==> src/rtl/loader_pkg.sv <==
package loader_pkg;
  // Strobes from the sequencer to the write datapath
  typedef struct packed {
    logic writeByte;   // capture rxData and advance the write address
  } loaderStrobes_t;

  typedef enum logic [1:0] {
    LD_WAIT_FIRST = 2'd0,
    LD_RECEIVING  = 2'd1,
    LD_FINISHED   = 2'd2
  } loaderState_t;
endpackage

==> src/rtl/loader_ctrl.sv <==
module loader_ctrl
  import loader_pkg::*;
#(
  parameter int TIMEOUT_CHARS = 4
) (
  input  logic           clk,
  input  logic           rst,
  input  logic           rxValid,
  input  logic           charTick,
  input  logic           lastHit,
  output loaderStrobes_t strobes,
  output logic           done
);
  localparam int CNT_W = $clog2(TIMEOUT_CHARS + 1);

  loaderState_t stateQ, stateD;
  logic [CNT_W-1:0] tickCntQ, tickCntD;

  always_comb begin
    stateD            = stateQ;
    tickCntD          = tickCntQ;
    strobes.writeByte = 1'b0;
    unique case (stateQ)
      LD_WAIT_FIRST, LD_RECEIVING: begin
        if (rxValid) begin
          strobes.writeByte = 1'b1;
          tickCntD          = '0;
          stateD            = lastHit ? LD_FINISHED : LD_RECEIVING;
        end else if (charTick && stateQ == LD_RECEIVING) begin
          if (tickCntQ == CNT_W'(TIMEOUT_CHARS - 1)) stateD = LD_FINISHED;
          else tickCntD = tickCntQ + 1'b1;
        end
      end
      default: stateD = LD_FINISHED;
    endcase
  end

  always_ff @(posedge clk) begin
    if (rst) begin
      stateQ   <= LD_WAIT_FIRST;
      tickCntQ <= '0;
    end else begin
      stateQ   <= stateD;
      tickCntQ <= tickCntD;
    end
  end

  assign done = (stateQ == LD_FINISHED);
endmodule

==> src/rtl/loader_datapath.sv <==
module loader_datapath
  import loader_pkg::*;
#(
  parameter int ADDR_W = 9,
  parameter int DATA_W = 8
) (
  input  logic              clk,
  input  logic              rst,
  input  loaderStrobes_t    strobes,
  input  logic [DATA_W-1:0] rxData,
  input  logic [ADDR_W:0]   ramSize,
  output logic              lastHit,
  output logic [ADDR_W-1:0] ramAddr,
  output logic [DATA_W-1:0] ramData,
  output logic              ramWe
);
  logic [ADDR_W-1:0] nextAddrQ;

  always_ff @(posedge clk) begin
    if (rst) begin
      nextAddrQ <= '0;
      ramAddr   <= '0;
      ramData   <= '0;
      ramWe     <= 1'b0;
    end else begin
      ramWe <= strobes.writeByte;
      if (strobes.writeByte) begin
        ramAddr   <= nextAddrQ;
        ramData   <= rxData;
        nextAddrQ <= nextAddrQ + 1'b1;
      end
    end
  end

  // The address about to be written is the highest one in the configured RAM
  assign lastHit = ({1'b0, nextAddrQ} == (ramSize - 1'b1));
endmodule

==> src/rtl/ram_download_loader.sv <==
module ram_download_loader
  import loader_pkg::*;
#(
  parameter int ADDR_W        = 9,
  parameter int DATA_W        = 8,
  parameter int TIMEOUT_CHARS = 4
) (
  input  logic              clk,
  input  logic              rst,
  input  logic              rxValid,
  input  logic [DATA_W-1:0] rxData,
  input  logic              charTick,
  input  logic [ADDR_W:0]   ramSize,
  output logic [ADDR_W-1:0] ramAddr,
  output logic [DATA_W-1:0] ramData,
  output logic              ramWe,
  output logic              done,
  output logic [ADDR_W-1:0] startAddr,
  output logic              txOpenDrain
);
  loaderStrobes_t strobes;
  logic lastHit;

  loader_ctrl #(.TIMEOUT_CHARS(TIMEOUT_CHARS)) u_ctrl (
    .clk(clk), .rst(rst), .rxValid(rxValid), .charTick(charTick),
    .lastHit(lastHit), .strobes(strobes), .done(done)
  );

  loader_datapath #(.ADDR_W(ADDR_W), .DATA_W(DATA_W)) u_dp (
    .clk(clk), .rst(rst), .strobes(strobes), .rxData(rxData),
    .ramSize(ramSize), .lastHit(lastHit), .ramAddr(ramAddr),
    .ramData(ramData), .ramWe(ramWe)
  );

  assign startAddr   = '0;
  assign txOpenDrain = ~done;
endmodule

==> config.mk <==
export PLATFORM = sky130hd
export DESIGN_NAME = ram_download_loader
export DESIGN_NICKNAME = d
export VERILOG_FILES = /design/src/rtl/loader_pkg.sv /design/src/rtl/loader_ctrl.sv /design/src/rtl/loader_datapath.sv /design/src/rtl/ram_download_loader.sv
export SDC_FILE = /design/constraint.sdc
export NUM_CORES = 1
export LEC_CHECK = 0
export ABC_AREA = 1
export BUFFER_PORTS_ARGS = -buffer_cell sky130_fd_sc_hd__buf_2
export CORE_UTILIZATION = 50
export DETAILED_ROUTE_END_ITERATION = 8
export GPL_ROUTABILITY_DRIVEN = 1
export PLACE_DENSITY_LB_ADDON = 0.15
export RECOVER_POWER = 25
export SLEW_MARGIN = 20
export SYNTH_ARGS = -nofsm -noshare
export SYNTH_HDL_FRONTEND = slang
export SYNTH_SLANG_ARGS = --single-unit
==> constraint.sdc <==
create_clock -name clk -period 2.8 [get_ports clk]
set_input_delay 0.56 -clock clk [delete_from_list [all_inputs] [get_ports clk]]
set_output_delay 0.56 -clock clk [all_outputs]
set_load 0.1 [all_outputs]
==> summary by stage <==
Placement
The congestion estimate from routability-driven global placement came to 0.8210. Detailed placement ended at an HPWL of 2432 µm. The count of buffers added on input and output ports is 41.

Floorplanning
The initial utilization of the core area, before any placement, comes to 0.5408. 51 I/O pins were placed. The die outline width is 60.17 µm. The core region is 0.003128 mm².

The die extent in y is 60.17 µm. The area enclosed by the die boundary is 0.003620 mm². Row generation in the floorplan step produced 20 rows.

Logic synthesis
Of the synthesized area, sequential elements account for 0.3787. The netlist uses 29 different library cells. The most used flip-flop cell after synthesis is sky130_fd_sc_hd__dfxtp_1. After synthesis, the most frequently instantiated cells are sky130_fd_sc_hd__nor2_1, sky130_fd_sc_hd__nand2_1, sky130_fd_sc_hd__dfxtp_1. Sorting the synthesized cells by area gives the leading types as sky130_fd_sc_hd__dfxtp_1, sky130_fd_sc_hd__nor2_1, sky130_fd_sc_hd__nand2_1.

Counting flops and latches in the post-synthesis netlist gives 32. The biggest area contributor in the post-synthesis netlist is sky130_fd_sc_hd__dfxtp_1. The top cell type's share of synthesized area is 0.3787. The cell area after synthesis is 0.001692 mm². The most instantiated library cell after synthesis is sky130_fd_sc_hd__nor2_1. The number of warnings issued by yosys is 0.

The mean instance size in the synthesized netlist is 6.933 µm². Synthesis produced 244 cells. The number of flops mapped to enable cells by yosys is 0.

The fraction of synthesis flops using an asynchronous set or reset pin is 0.

STA
The number of slew-limit violations in the final report is 0. At the pin with the least slew margin, the transition time is 0.8507 ns. The hold violation total from the final report is 0. The clock tree skew after final layout is 0.01355 ns. The minimum clock period after layout is 2.109 ns. Setup repair after global routing left no endpoint under its margin.

For this run, the top clock speed supported by timing is 474.1 MHz. Adding up every negative setup slack in the final design gives 0 ns. The period utilization is 0.7533. The relative slew slack is 0.4329. The number of setup violations in the final report is 0.

Power
The total power divided by cell area is 601.0 mW/mm². The total design power is 1.173 mW. Summed over all cells, the static leakage comes to 0.9521 nW. The peak supply drop is 0.0003323 V.

Cells and area
The number of antenna diodes in the final layout is 0. Of the cells placed in the final design, the portion with a size suffix greater than 1 is 0.2098. The final-layout fill cell count is 310. After the last flow step, the layout net total stands at 311.

Relative to the synthesized area, the layout overhead comes to 15.38%.

CTS
The clock buffer count from CTS is 5. The post-CTS setup buffer count is 0. The number of hold-repair buffers added at the cts stage is 0.

The longest clock path from root to sink contains 2 buffers. The TritonCTS clock tree is done. The clock transition at the registers of the reported paths is 0.11 ns. Gates resized during post-CTS repair numbered 0. CTS saw 32 sinks. The insertion delay of the later-clocked pin in the worst-skew pair is 0.35 ns.

The level count of the clock H-tree is 2. The cell at the root of the clock tree is sky130_fd_sc_hd__clkbuf_4.

Setup path
The largest incremental delay on the critical path is 0.67 ns. The type of element launching the critical path is a primary input. The buffering stage count on the worst path with inverters included is 4. The data required time of the critical path is 3.04 ns. The signal on the critical path passes through buf_2, inv_1, nor2_4, clkbuf_1, inv_1, o21ai_0, a21oi_1. The top fanout value on the critical path is 25.

The critical path data arrival time is 2.35 ns. The critical path's most frequent cell is sky130_fd_sc_hd__inv_1. The largest delay contributor family on the critical path is buffers and inverters. The setup path with the least slack is of type primary input to register.

The cell with the largest stage delay on the worst path is sky130_fd_sc_hd__clkbuf_1. The kind of end point of the critical path is a register.

Global routing
The routing usage on met3 is 0.04978. The global-route layer with the greatest usage is met2. The initial antenna violation count is 0. For met1 alone, demand over resource in global routing was 0.2679.

The via count of the first global-routing pass is 1,269. The total grt overflow is 0. The total routing resource utilization after global routing is 0.2016. The first global-routing pass estimated 5292 µm of wire.

Entering global routing, the biggest net connects 26 pins. For met2 alone, demand over resource in global routing was 0.2967.

Routing
For this run, design rule violations remaining after detail routing come to 0. After detailed routing, the number of vias per cell comes to 4.761. The wire length per cell is 9.915 µm. The detailed router finished its first iteration with 92 violations. The routed wire length is 3272 µm.

The number of nets still failing antenna checks after routing is 0. Across all layers, the routed design uses 1,571 vias. The number of detailed-route iterations in the first pass is 5.

Status
The flow ran to the end, and the final reports show no timing, DRC or antenna violations.

Flow run
The max-cap violation count is 0.

Worst hold path
The min-delay analysis places its worst path in the category primary input to register.
## kinds of logic (layout without fill, tap and decap cells)
logic type / count (synthesis) / in the layout / synth area share
other: 1 / 9 / 0.002217
adder cells (fa/ha/maj): 4 / 4 / 0.02959
flip-flops: 32 / 32 / 0.3787
XOR/XNOR: 6 / 6 / 0.03106
buffers and inverters: 44 / 78 / 0.1228
AND/OR/NAND/NOR: 117 / 117 / 0.3099
AO/OA/AOI/OAI: 40 / 40 / 0.1257
## through the flow
step	std cells	area [µm²]	hold slack (ns)	setup slack, ns	util
after floorplan	252	1724	0.4390	0.2442	-
after global placement	322	1889	0.4506	0.8765	0.6040
after detailed placement	322	1889	0.4566	0.8453	0.6040
after CTS	330	1969	0.4254	0.8298	0.6296
after global routing	330	1952	0.4268	0.4256	0.6240
final	330	1952	0.4267	0.6907	0.6240
## state kept, by name, indices dropped and copies added (netlist names)
| signal | flops |
|---|---|
| u_dp.ramData | 8 |
| u_ctrl.stateQ | 2 |
| u_dp.ramWe | 1 |
| u_dp.nextAddrQ | 9 |
| u_ctrl.tickCntQ | 3 |
| u_dp.ramAddr | 9 |
## where the power goes
part | switching [mW] | internal (mW) | leakage, nW
Sequential | 0.0139 | 0.479 | 0.263
Clock | 0.167 | 0.186 | 0.0412
Combinational | 0.273 | 0.0547 | 0.648
Total | 0.454 | 0.719 | 0.952
## cell usage in the layout (no fill, tap or decap), types with 3 or more instances in the layout
cell / count
sky130_fd_sc_hd__a21oi_1: 13
sky130_fd_sc_hd__nor2_1: 45
sky130_fd_sc_hd__o21ai_0: 18
sky130_fd_sc_hd__nand3_1: 14
sky130_fd_sc_hd__buf_2: 40
sky130_fd_sc_hd__inv_2: 3
sky130_fd_sc_hd__clkbuf_4: 5
sky130_fd_sc_hd__nor2_2: 3
sky130_fd_sc_hd__o21ai_1: 5
sky130_fd_sc_hd__dfxtp_1: 32
sky130_fd_sc_hd__xor2_1: 4
sky130_fd_sc_hd__ha_1: 4
sky130_fd_sc_hd__conb_1: 9
sky130_fd_sc_hd__nand2_1: 43
sky130_fd_sc_hd__nor3_1: 4
sky130_fd_sc_hd__inv_1: 25
## per-layer routing
metal | wire length, µm | vias to the layer above
met5 | 0 | -
met4 | 79 | 0
met3 | 198 | 8
met2 | 1302 | 56
met1 | 1692 | 666
li1 | - | 841
## path summary, 6_finish.rpt
| path | startpoint | cells after the start | slack, ns | to |
|---|---|---|---|---|
| worst max register to register | u_ctrl.stateQ[1] | 5 | 0.73 | u_dp.nextAddrQ[1] |
| worst min register to register | u_ctrl.tickCntQ[2] | 2 | 0.47 | u_ctrl.tickCntQ[2] |
| worst min-delay path | rxData[0] | 3 | 0.43 | u_dp.ramData[0] |
| worst max-delay path | rxValid | 7 | 0.69 | u_dp.nextAddrQ[1] |
## area by class of cell
type	count	area, µm²	share of cell area
clock inverters	3	42.54	0.02179
repair buffers	42	207.7	0.1064
flip-flops and latches	32	640.6	0.3282
clock buffers	5	37.54	0.01923
inverters	28	105.1	0.05385
well taps	44	55.05	0.02821
multi-input cells	176	863.3	0.4423
## worst min-delay path: cells and delay by family
kind,cells,cell delay (ns)
AND/OR/NAND/NOR,2,0.11
buffers and inverters,1,0.07
No activity file was read; power rests on OpenSTA's default activity.
